--- config.mk ---
export PLATFORM = sky130hd
export DESIGN_NAME = vedic_mul24
export DESIGN_NICKNAME = d
export VERILOG_FILES = /design/src/rtl/vedic_pkg.sv /design/src/rtl/vedic_cell3.sv /design/src/rtl/vedic_combine.sv /design/src/rtl/vedic_mul6.sv /design/src/rtl/vedic_mul12.sv /design/src/rtl/vedic_mul24.sv
export SDC_FILE = /design/constraint.sdc
export NUM_CORES = 1
export LEC_CHECK = 0
export BUFFER_PORTS_ARGS = -buffer_cell sky130_fd_sc_hd__buf_2
export CORE_MARGIN = 2
export CORE_UTILIZATION = 42
export DETAILED_ROUTE_END_ITERATION = 8
export PLACE_DENSITY = 0.69
export SYNTH_ARGS = -nofsm -noshare
export SYNTH_HDL_FRONTEND = slang
export SYNTH_SLANG_ARGS = --single-unit
--- constraint.sdc ---
create_clock -name vclk -period 24
set_clock_uncertainty 0.05 [all_clocks]
set_input_delay 7.2 -clock vclk [all_inputs]
set_output_delay 7.2 -clock vclk [all_outputs]
set_load 0.05 [all_outputs]
--- src/rtl/vedic_pkg.sv ---
package vedic_pkg;
  localparam int BaseW = 3;
  localparam int TopW  = 24;
  localparam int ProdW = 2 * TopW;
endpackage

--- src/rtl/vedic_cell3.sv ---
module vedic_cell3 (
  input  logic [2:0] a,
  input  logic [2:0] b,
  output logic [5:0] p
);
  logic [1:0] colSum1;
  logic [2:0] colSum2;
  logic [2:0] colSum3;
  logic [1:0] colSum4;

  always_comb begin
    // column 1: two crosswise terms
    colSum1 = {1'b0, a[1] & b[0]} + {1'b0, a[0] & b[1]};
    // column 2: three terms plus carry from column 1
    colSum2 = {2'b0, a[2] & b[0]} + {2'b0, a[1] & b[1]} + {2'b0, a[0] & b[2]}
            + {2'b0, colSum1[1]};
    // column 3: two terms plus carry (up to 2) from column 2
    colSum3 = {2'b0, a[2] & b[1]} + {2'b0, a[1] & b[2]} + {1'b0, colSum2[2:1]};
    // column 4: single vertical term plus carry
    colSum4 = {1'b0, a[2] & b[2]} + colSum3[2:1];
    p = {colSum4, colSum3[0], colSum2[0], colSum1[0], a[0] & b[0]};
  end
endmodule

--- src/rtl/vedic_combine.sv ---
module vedic_combine #(
  parameter int HALF = 3
) (
  input  logic [2*HALF-1:0] prodLL,
  input  logic [2*HALF-1:0] prodHL,
  input  logic [2*HALF-1:0] prodLH,
  input  logic [2*HALF-1:0] prodHH,
  output logic [4*HALF-1:0] sum
);
  localparam int OutW = 4 * HALF;
  logic [OutW-1:0] outerTerm;
  logic [OutW-1:0] crossA;
  logic [OutW-1:0] crossB;

  always_comb begin
    outerTerm = {prodHH, prodLL};
    crossA    = {{HALF{1'b0}}, prodHL, {HALF{1'b0}}};
    crossB    = {{HALF{1'b0}}, prodLH, {HALF{1'b0}}};
    sum       = outerTerm + crossA + crossB;
  end
endmodule

--- src/rtl/vedic_mul6.sv ---
module vedic_mul6 (
  input  logic [5:0]  a,
  input  logic [5:0]  b,
  output logic [11:0] p
);
  localparam int Half = 3;
  logic [2*Half-1:0] partProd [4];

  // quadrant q: bit0 picks high half of a, bit1 picks high half of b
  for (genvar q = 0; q < 4; q++) begin : g_quad
    vedic_cell3 u_cell (
      .a(a[(q % 2) * Half +: Half]),
      .b(b[(q / 2) * Half +: Half]),
      .p(partProd[q])
    );
  end

  vedic_combine #(.HALF(Half)) u_sum (
    .prodLL(partProd[0]), .prodHL(partProd[1]),
    .prodLH(partProd[2]), .prodHH(partProd[3]),
    .sum(p)
  );
endmodule

--- src/rtl/vedic_mul12.sv ---
module vedic_mul12 (
  input  logic [11:0] a,
  input  logic [11:0] b,
  output logic [23:0] p
);
  localparam int Half = 6;
  logic [2*Half-1:0] partProd [4];

  for (genvar q = 0; q < 4; q++) begin : g_quad
    vedic_mul6 u_sub (
      .a(a[(q % 2) * Half +: Half]),
      .b(b[(q / 2) * Half +: Half]),
      .p(partProd[q])
    );
  end

  vedic_combine #(.HALF(Half)) u_sum (
    .prodLL(partProd[0]), .prodHL(partProd[1]),
    .prodLH(partProd[2]), .prodHH(partProd[3]),
    .sum(p)
  );
endmodule

--- src/rtl/vedic_mul24.sv ---
module vedic_mul24
  import vedic_pkg::*;
(
  input  logic [TopW-1:0]  opA,
  input  logic [TopW-1:0]  opB,
  output logic [ProdW-1:0] prod
);
  localparam int Half = TopW / 2;
  logic [2*Half-1:0] partProd [4];

  for (genvar q = 0; q < 4; q++) begin : g_quad
    vedic_mul12 u_sub (
      .a(opA[(q % 2) * Half +: Half]),
      .b(opB[(q / 2) * Half +: Half]),
      .p(partProd[q])
    );
  end

  vedic_combine #(.HALF(Half)) u_sum (
    .prodLL(partProd[0]), .prodHL(partProd[1]),
    .prodLH(partProd[2]), .prodHH(partProd[3]),
    .sum(prod)
  );
endmodule

==> impl_metrics.csv <==
group,metric,value,unit
route,wl_per_cell,15.17,um
global_routing,grt_usage,19.75,%
setup_path,start_kind,"input pin",
sta,slew_headroom,49.30,%
sta,holdWs,14840,ps
route,firstDrtPassIters,5,
sta,slew_violations,0,
setup_path,crit_path_max_incr_delay,550,ps
min_path,holdPathStages,3,
sta,period_share,97.98,%
placed_design,dp.cells,3774,
run_status,outcome,"completed",
yosys,synth_top_area_share,28.39,%
cells_and_area,nets,3939,
die,coreArea,0.05748,mm^2
yosys,yosysSeqAreaShare,0,%
cells_and_area,fin_util,46.86,%
die,dieArea,0.05987,mm^2
cells_and_area,clock_buffers,0,
sta,hold_violations,0,
route,viasPerCell,4.958,
yosys,ys_top_cells_by_area,"ha_1, fa_1, and2_1",
sta,setup_viol,0,
yosys,yosysWarningCount,0,
yosys,post-synth-top-count-cell,"inv_1",
route,ant_nets,0,
die,die_x,244.7,um
placed_design,port_buffers,96,
die,start_util,42.33,%
cells_and_area,layout-drive-gt1-share,10.43,%
yosys,ys_types,53,
die,pin_count,96,
sta,fmax,0.04253,GHz
route,remaining_drc_errors,0,
sta,tightest_slew,751.0,ps
global_routing,grt_max_degree,25,
setup_path,cp.required,16750,ps
cells_and_area,regArea,0,um^2
clock_tree,holdBufCountCts,0,
global_routing,grt_pass1_vias,19753,
global_routing,antenna_found_initial,5,
sta,period_needed,23520,ps
setup_path,crit_type,"input pin to output pin",
die,fp-row-count,88,
cells_and_area,final_cells,3788,
setup_path,crit_fanout,8,
flow_run,drv_cap,0,
yosys,synthCells,2901,
route,drt-total-wl,57450,um
setup_path,crit_path_top_delay_cell,"fa_1",
route,vias,18782,
placed_design,dp_hpwl,49430,um
min_path,min_path_type,"input pin to output pin",
route,drt_iter0_drc,612,
yosys,netlist_area,0.02433,mm^2
yosys,avgSynthCellArea,8.387,um^2
sta,finalWorstSetupSlack,484.7,ps
placed_design,pre_cts_slack,-157.0,ps
yosys,syn_nets,3818,
global_routing,grt_pass1_wl,96930,um
yosys,yosysTopAreaCell,"ha_1",
cells_and_area,syn_to_final_growth,10.70,%
global_routing,gr-total-overflow,0,
cells_and_area,n_sequential_cell,0,
yosys,yosys-top-cells-count,"inv_1, ha_1, and2_1, fa_1, xnor2_1",
setup_path,critPathCaptureType,"output pin",
die,die_y,244.7,um
cells_and_area,fillers,5661,
setup_path,arrival,16270,ps
placed_design,place.gp.congestion,0.9227,
-- final timing paths --
path | start | end | slack [ps]
max | opB[0] | prod[38] | 480
min | opB[0] | prod[0] | 14840
-- worst max-delay path, delay by kind of cell --
family / cells / cell delay (ps)
adders and majority gates: 12 / 4040
AOI/OAI and AO/OA: 12 / 2200
and+or+nand+nor: 7 / 1460
buffers and inverters: 10 / 910
xor gates and xnor gates: 4 / 420
-- placed cells by master (no fill, tap or decap), types with 25 or more instances in the layout --
cell,n
a21oi_2,25
inv_1,630
nor2_1,46
and2_1,486
ha_1,541
xor2_1,91
a21oi_1,89
fa_1,311
a21o_1,40
xnor2_1,140
o21ai_0,27
buf_2,83
buf_4,122
o21bai_1,35
nand2_1,124
-- metrics by stage --
step | cell area, um^2 | setup TNS [ps]
2_1_floorplan | 24330 | 0
3_3_place_gp | 26270 | -411.6
3_5_place_dp | 26270 | -529.2
4_1_cts | 26290 | 0
5_1_grt | 26930 | -23.47
6_report | 26930 | 0
-- routing by layer --
layer	track usage [%]	part of all wire, %	vias up
met4	6.187	3.9	4
li1	-	-	9239
met2	36.43	49	238
met5	0	0.047	-
met3	1.574	3.1	102
met1	24.26	44	9199
-- repair_timing --
item | CTS | global route
setup endpoints to repair | 10 | 25
pin swaps | 1 | 55
buffers inserted | 0 | 12
endpoints found under the hold margin | 0 | 0
gates resized for setup | 8 | 131
-- layout make-up --
class	count	area [um^2]	share of cell area, %
antenna	3	7.507	0.02787
inverter	632	2372	8.808
multi-input combinational	2172	22130	82.15
tap	765	957.2	3.554
timing repair buffer	216	1470	5.459
-- logic make-up (layout without fill, tap and decap cells) --
family / after synthesis / after routing / synth area share [%]
compound gates: 305 / 305 / 7.956
simple gates: 755 / 755 / 17.58
fa+ha+maj: 869 / 869 / 54.47
xor+xnor: 243 / 243 / 8.748
buf+inv: 729 / 848 / 11.25
other cells: 0 / 3 / 0
Power is left out: the tool's default activity adds up to more than one toggle a clock period on the data nets, which glitch-free logic cannot reach.
